<file path="config.mk">
export PLATFORM = sky130hd
export DESIGN_NAME = hist_shift_bank
export DESIGN_NICKNAME = d
export VERILOG_FILES = /design/src/rtl/hsb_pkg.sv /design/src/rtl/hsb_addr_decode.sv /design/src/rtl/hsb_bin_cell.sv /design/src/rtl/hsb_readout_ctl.sv /design/src/rtl/hist_shift_bank.sv
export SDC_FILE = /design/constraint.sdc
export NUM_CORES = 2
export LEC_CHECK = 0
export CORE_ASPECT_RATIO = 1.4
export CORE_MARGIN = 4
export CORE_UTILIZATION = 40
export CTS_CLUSTER_SIZE = 14
export DETAILED_ROUTE_END_ITERATION = 10
export SLEW_MARGIN = 0
export SYNTH_ARGS = -nofsm -noshare
export SYNTH_HDL_FRONTEND = slang
export SYNTH_SLANG_ARGS = --single-unit
</file>
<file path="constraint.sdc">
create_clock -name clk -period 1.8 [get_ports clk]
set_input_delay 0.54 -clock clk [delete_from_list [all_inputs] [get_ports clk]]
set_output_delay 0.54 -clock clk [all_outputs]
set_load 0.05 [all_outputs]
</file>
<file path="src/rtl/hsb_pkg.sv">
package hsb_pkg;

  typedef enum logic {
    MODE_COUNT = 1'b0,
    MODE_SHIFT = 1'b1
  } hsb_mode_e;

  // Saturating increment: the result never exceeds top.
  function automatic int unsigned sat_next(input int unsigned v, input int unsigned top);
    return (v >= top) ? top : v + 1;
  endfunction

  // True while fewer than n bins have left the chain.
  function automatic logic drain_pending(input int unsigned taken, input int unsigned n);
    return taken < n;
  endfunction

endpackage

</file>
<file path="src/rtl/hsb_addr_decode.sv">
module hsb_addr_decode #(
  parameter int NUM_BINS = 128,
  parameter int ADDR_W   = $clog2(NUM_BINS)
) (
  input  logic [ADDR_W-1:0]   addr,
  output logic [NUM_BINS-1:0] onehot
);
  for (genvar g = 0; g < NUM_BINS; g++) begin : g_sel
    assign onehot[g] = (addr == ADDR_W'(g));
  end
endmodule

</file>
<file path="src/rtl/hsb_bin_cell.sv">
module hsb_bin_cell #(
  parameter int CNT_W = 8
) (
  input  logic             clk,
  input  logic             rst_n,
  input  logic             clear,
  input  logic             sel,
  input  logic             cnt_fire,
  input  logic             shift_fire,
  input  logic [CNT_W-1:0] shift_in,
  output logic [CNT_W-1:0] val
);
  import hsb_pkg::*;

  localparam int unsigned TOP = (1 << CNT_W) - 1;

  logic [CNT_W-1:0] val_q;
  logic [CNT_W-1:0] inc_val;

  assign inc_val = CNT_W'(sat_next(int'(val_q), TOP));

  always_ff @(posedge clk or negedge rst_n) begin
    if (!rst_n)                val_q <= '0;
    else if (clear)            val_q <= '0;
    else if (shift_fire)       val_q <= shift_in;
    else if (cnt_fire && sel)  val_q <= inc_val;
  end

  assign val = val_q;
endmodule

</file>
<file path="src/rtl/hsb_readout_ctl.sv">
module hsb_readout_ctl #(
  parameter int NUM_BINS = 128,
  parameter int ADDR_W   = $clog2(NUM_BINS)
) (
  input  logic clk,
  input  logic rst_n,
  input  logic shift_mode,
  input  logic shift_en,
  output logic rd_active,
  output logic shift_fire
);
  import hsb_pkg::*;

  logic [ADDR_W:0] taken_q;

  assign rd_active  = shift_mode && drain_pending(int'(taken_q), NUM_BINS);
  assign shift_fire = rd_active && shift_en;

  always_ff @(posedge clk or negedge rst_n) begin
    if (!rst_n)          taken_q <= '0;
    else if (!shift_mode) taken_q <= '0;
    else if (shift_fire)  taken_q <= taken_q + 1'b1;
  end
endmodule

</file>
<file path="src/rtl/hist_shift_bank.sv">
module hist_shift_bank #(
  parameter int NUM_BINS = 128,
  parameter int CNT_W    = 8,
  parameter int ADDR_W   = $clog2(NUM_BINS)
) (
  input  logic              clk,
  input  logic              rst_n,
  input  logic [ADDR_W-1:0] bin_addr,
  input  logic              strobe,
  input  logic              shift_mode,
  input  logic              shift_en,
  input  logic              clear,
  output logic [CNT_W-1:0]  bin_out,
  output logic              bin_valid
);
  import hsb_pkg::*;

  logic [NUM_BINS-1:0] sel_vec;
  logic [CNT_W-1:0]    bin_val  [NUM_BINS];
  logic [CNT_W-1:0]    chain_in [NUM_BINS];
  logic                cnt_fire;
  logic                shift_fire;
  logic                rd_active;
  logic [CNT_W-1:0]    head_val;

  assign cnt_fire = strobe && (hsb_mode_e'(shift_mode) == MODE_COUNT);

  hsb_addr_decode #(.NUM_BINS(NUM_BINS), .ADDR_W(ADDR_W)) u_dec (
    .addr   (bin_addr),
    .onehot (sel_vec)
  );

  hsb_readout_ctl #(.NUM_BINS(NUM_BINS), .ADDR_W(ADDR_W)) u_ctl (
    .clk        (clk),
    .rst_n      (rst_n),
    .shift_mode (shift_mode),
    .shift_en   (shift_en),
    .rd_active  (rd_active),
    .shift_fire (shift_fire)
  );

  for (genvar g = 0; g < NUM_BINS; g++) begin : g_bin
    if (g == NUM_BINS - 1) begin : g_tail
      assign chain_in[g] = '0;
    end else begin : g_link
      assign chain_in[g] = bin_val[g+1];
    end

    hsb_bin_cell #(.CNT_W(CNT_W)) u_cell (
      .clk        (clk),
      .rst_n      (rst_n),
      .clear      (clear),
      .sel        (sel_vec[g]),
      .cnt_fire   (cnt_fire),
      .shift_fire (shift_fire),
      .shift_in   (chain_in[g]),
      .val        (bin_val[g])
    );
  end

  assign head_val  = bin_val[0];
  assign bin_out   = rd_active ? head_val : '0;
  assign bin_valid = rd_active;
endmodule

</file>
# == After elaboration in Yosys (flattened, before gate mapping) ==
# Index checks and enable logic that the tools add are counted.
# classes
n_addsub,129
multipliers,0
div,0
magnitude_cmp,129
n_eq_ne,128
shifts,0
mux,515
bitwise,1
n_reduce_logical,260
# op_table
operator,n
8-bit two-way mux,515
"8-bit by 1-bit adder with 8-bit output, second input constant",129
"8-bit greater-or-equal comparator, second input constant",128
"7-bit == test, second input constant",64
3-bit nonzero test,128
"7-bit by 6-bit == test with 1-bit output, second input constant",32
1-bit logical AND,131
"7-bit by 5-bit == test with 1-bit output, second input constant",16
"7-bit by 4-bit == test with 1-bit output, second input constant",8
"7-bit by 3-bit == test with 1-bit output, second input constant",4
"7-bit by 2-bit == test with 1-bit output, second input constant",2
"8-bit less-than comparator, second input constant",1
"7-bit by 1-bit == test with 1-bit output, second input constant",1
7-bit zero test,1
"2-bit by 1-bit inequality test with 1-bit output, second input constant",1
1-bit inverter,1
# word_totals
ff_bits,1032
latch_bits,0
ram_bits,0
romBits,0
input_bits,13
out_inout_bits,9
wordCells,1291
memories,0

# == Longest topological paths before layout ==
# logic_depth
depth_word,6
mapped_depth,10

# == Hierarchy ==
# A second synthesis with hierarchy kept.
# hier_totals
cells_unflattened,8552
area_unflattened_um2,76178.1
# modules_own_cells
mod,instances,cells_each,area_per_inst_um2,seq_area_each_um2
hsb_bin_cell,128,65,584.3,200.2
hsb_addr_decode,1,182,905.9,0.0
hsb_readout_ctl,1,40,420.4,200.2
hist_shift_bank,1,10,60.1,0.0

# == Worst setup path after synthesis ==
# Ideal clock, no wire load.
# synth_timing
path_type,input to output
startpoint,input shift_mode
endpoint,output bin_out[0]
arrival_ns,2.292
slack_ns,-1.032
path_stages,4
path_cell_list,buf_2 -> clkinv_1 -> nor2_1 -> and2_1
# synth_between
elab_chain_len,2
# synth_rtl
item,line_no,text
start: declaration,hist_shift_bank.sv:10,"input logic shift_mode,"
1-bit logical AND,hsb_readout_ctl.sv:16,"assign rd_active = shift_mode && drain_pending(int'(taken_q), NUM_BINS);"
via bin_valid,hist_shift_bank.sv:14,output logic bin_valid
8-bit two-way mux,hist_shift_bank.sv:62,assign bin_out = rd_active ? head_val : '0;
end: declaration,hist_shift_bank.sv:13,"output logic [CNT_W-1:0] bin_out,"
# The timed path passes the listed nets, and every way through them passes these cells.

# == Worst setup path in the final report ==
# layout_timing
startpoint,register u_ctl.taken_q[7]
endpoint,output bin_out[3]
# layout_between
elab_chain_len,3
# layout_rtl
item,line_no,text
start: declaration,hsb_readout_ctl.sv:14,logic [ADDR_W:0] taken_q;
start signal: assignment,hsb_readout_ctl.sv:22,else if (shift_fire) taken_q <= taken_q + 1'b1;
8-bit less-than comparator,hsb_pkg.sv:15,return taken < n;
1-bit logical AND,hsb_readout_ctl.sv:16,
8-bit two-way mux,hist_shift_bank.sv:62,
# No other way between the ends.

==> flow_summary.json <==
{
  "antenna_found_initial": 9,
  "grt_pass1_wl_um": 410000,
  "synth.mux.area_fraction": 0.0124,
  "ys_seq_area_frac": 0.386,
  "finalNetCount": 9424,
  "die_area_um2": 174000,
  "yosys_most_used_dff": "dfrtp_1",
  "fin_skew_ps": 34.0,
  "cts-root-buf": "clkbuf_16",
  "start_kind": "flip-flop",
  "io_pins": 22,
  "path_max_fanout": 5,
  "fin_util": 0.563,
  "synth-compound-area-share": 0.324,
  "synth_area_per_cell_um2": 8.32,
  "vias": 73038,
  "synth_seq_cells": 1032,
  "wl_um": 274000,
  "synth_fa_ha_area_frac": 0.0241,
  "drt_iter0_markers": 6204,
  "leakage_nw": 41.3,
  "via_per_inst": 6.29,
  "instances_no_fill": 11620,
  "syn_nets": 8185,
  "setup_viol": 1033,
  "final.setup.worst_slack_ps": -551,
  "r2r_slack_ps": -540,
  "synth_simple_gate_area_frac": 0.204,
  "cp.arrival_ps": 1810,
  "irDropWorstVdd_mv": 0.802,
  "async_flop_share": 1.00,
  "final_hold_viol_count": 0,
  "multi_input_area_um2": 43200,
  "area_delta_synth_final_pct": 39.9,
  "tightest_slew_ps": 613,
  "routedWlPerCell_um": 23.6,
  "fp.dieH_um": 492,
  "clock_latency_ps": 790,
  "clk_pin_slew_worst_paths_ps": 70,
  "final_cell_area_um2": 93600,
  "core_um2": 166000,
  "dpl.cell_count": 11072,
  "grt_overflow_total": 0,
  "postRouteAntennaNets": 0,
  "synth_area_um2": 66900,
  "std_cell_rows": 177,
  "timing.final.crit_share": 1.31,
  "cts_tree": "done",
  "hold_class": "in2reg",
  "drive_gt1_frac": 0.265,
  "synth.distinct_cells": 91,
  "fmax_mhz": 425,
  "relSlewSlack": 0.591,
  "violations": "setup timing",
  "maxCapViolations": 0,
  "grt_pass1_vias": 70602,
  "die_w_um": 354,
  "place_area_um2": 81300,
  "gp_congestion": 0.945,
  "crit_path_end_kind": "output pin",
  "yosysMostFrequentCell": "dfrtp_1",
  "grt_max_degree": 76,
  "drc_errors": 0,
  "cts_made_buffers": 112,
  "power_density_nw_per_um2": 694,
  "dp_hpwl_um": 184000,
  "status": "finished, violations left",
  "initial_core_util": 0.402,
  "syn_inst": 8043,
  "nFillCells": 14559,
  "track_usage": 0.295,
  "synthTopCellsByArea": "dfrtp_1, o21ai_0, a21oi_1, nand2_1, a21o_1",
  "clockBufferDepth": 3,
  "critPathKind": "reg2out",
  "min_period_ps": 2350,
  "synth_area_leader_cell": "dfrtp_1",
  "rsz0062_at_grt": "true",
  "slew_viol_final": 0,
  "port_buffers": 21,
  "htree_levels": 3,
  "yosys-top-cells-count": "dfrtp_1, o21ai_0, nand2_1",
  "fin_setup_tns_ps": -316100,
  "seq_area_um2": 25800,
  "yosysWarnings": 0,
  "synth_xor_area_frac": 0.0103,
  "synth_top_family_by_area": "compound AO/OA/AOI/OAI gates",
  "synth_top_area_frac": 0.386,
  "firstDrtPassIters": 8,
  "synth-edff-count": 0,
  "required_ps": 1260,
  "cts.sinks": 1032
}
==> cell families after synthesis <==
logic type      count (synthesis)
fa+ha+maj                     129
mux                            82
simple gates                 2739
compound gates               3342
flops                        1032
buf+inv                       640
xor+xnor                       79
==> layout make-up <==
cell class                      instances  share of cell area
Inverter                              173             0.00711
Clock buffer                          157              0.0350
Timing Repair Buffer                 1577               0.183
Tap cell                             2237              0.0299
Sequential cell                      1032               0.276
Clock inverter                         53             0.00787
Multi-Input combinational cell       6386               0.462
Antenna cell                            5            0.000134
==> worst max-delay path: stages, from the launching register on <==
cell,delay [ps]
dfrtp_2,420
buf_6,140
nor2_4,170
and2_4,190
buf_12,130
==> state kept, by name, summed over array words and instances (netlist names) <==
register and cells:
g_bin.u_cell.val 1024, u_ctl.taken_q 8
==> layer usage <==
layer | GRT usage | vias to the layer above | wire length, µm
li1 | - | 33132 | -
met1 | 0.355 | 36065 | 105000
met2 | 0.492 | 2952 | 130000
met3 | 0.0480 | 885 | 19400
met4 | 0.185 | 4 | 19800
met5 | 0 | - | 21
==> report_power, final <==
part | internal (W) | switching (W) | total, W
logic | 0.00594 | 0.00709 | 0.0130
registers | 0.0245 | 0.00148 | 0.0260
clock network | 0.0152 | 0.0107 | 0.0259
total | 0.0457 | 0.0193 | 0.0650
==> final timing paths <==
| kind | startpoint | to | depth (start not counted) |
|---|---|---|---|
| worst max-delay path | u_ctl.taken_q[7] | bin_out[3] | 4 |
| worst min-delay path | clear | g_bin[120].u_cell.val[6] | 3 |
| worst max register to register | u_ctl.taken_q[7] | g_bin[56].u_cell.val[6] | 10 |
| worst min register to register | g_bin[118].u_cell.val[7] | g_bin[118].u_cell.val[7] | 1 |
| max in group asynchronous | rst_n | g_bin[42].u_cell.val[0] | 4 |
| min in group asynchronous | rst_n | u_ctl.taken_q[1] | 2 |
==> stage by stage <==
| step | setup WS, ps | hold slack, ps | total power (W) |
|---|---|---|---|
| finish | -551 | 106 | 0.0650 |
| global route | -596 | 96.3 | 0.0673 |
| CTS | -584 | 70.0 | 0.0640 |
| detailed placement | -1290 | 391 | 0.0369 |
| global placement | -1290 | 392 | 0.0366 |
| floorplan | -379 | 244 | 0.0318 |
==> layout by cell type (no fill, tap or decap), types with 40 or more instances in the layout <==
master / n
buf_4: 1148
dfrtp_1: 1031
nand2_1: 861
o21ai_0: 630
a21oi_1: 510
nor2_1: 471
nand3_1: 399
a21o_1: 302
buf_12: 230
and3_1: 199
o21ai_1: 194
o22a_1: 174
a31oi_1: 172
inv_1: 171
clkbuf_16: 143
ha_1: 129
nor3_1: 120
a22o_1: 120
a21oi_4: 110
nand4_1: 109
nand2b_1: 99
o31ai_1: 96
a211oi_1: 94
a21oi_2: 87
o21ai_2: 86
nor2b_1: 80
a22oi_1: 79
o221ai_1: 78
mux2i_1: 73
and4_1: 73
buf_6: 63
o211ai_1: 59
a211oi_2: 54
buf_16: 52
o22ai_1: 48
o21ai_4: 43
xor2_1: 40
==> timing repair <==
action	in CTS	in global routing
resized for setup	430	603
endpoints found under the setup margin	1033	1032
buffers inserted	126	114
endpoints found under the hold margin	203	0
cloned	59	42
pin swaps	50	113
hold buffers	1	0
(Power assumes the default switching activity.)
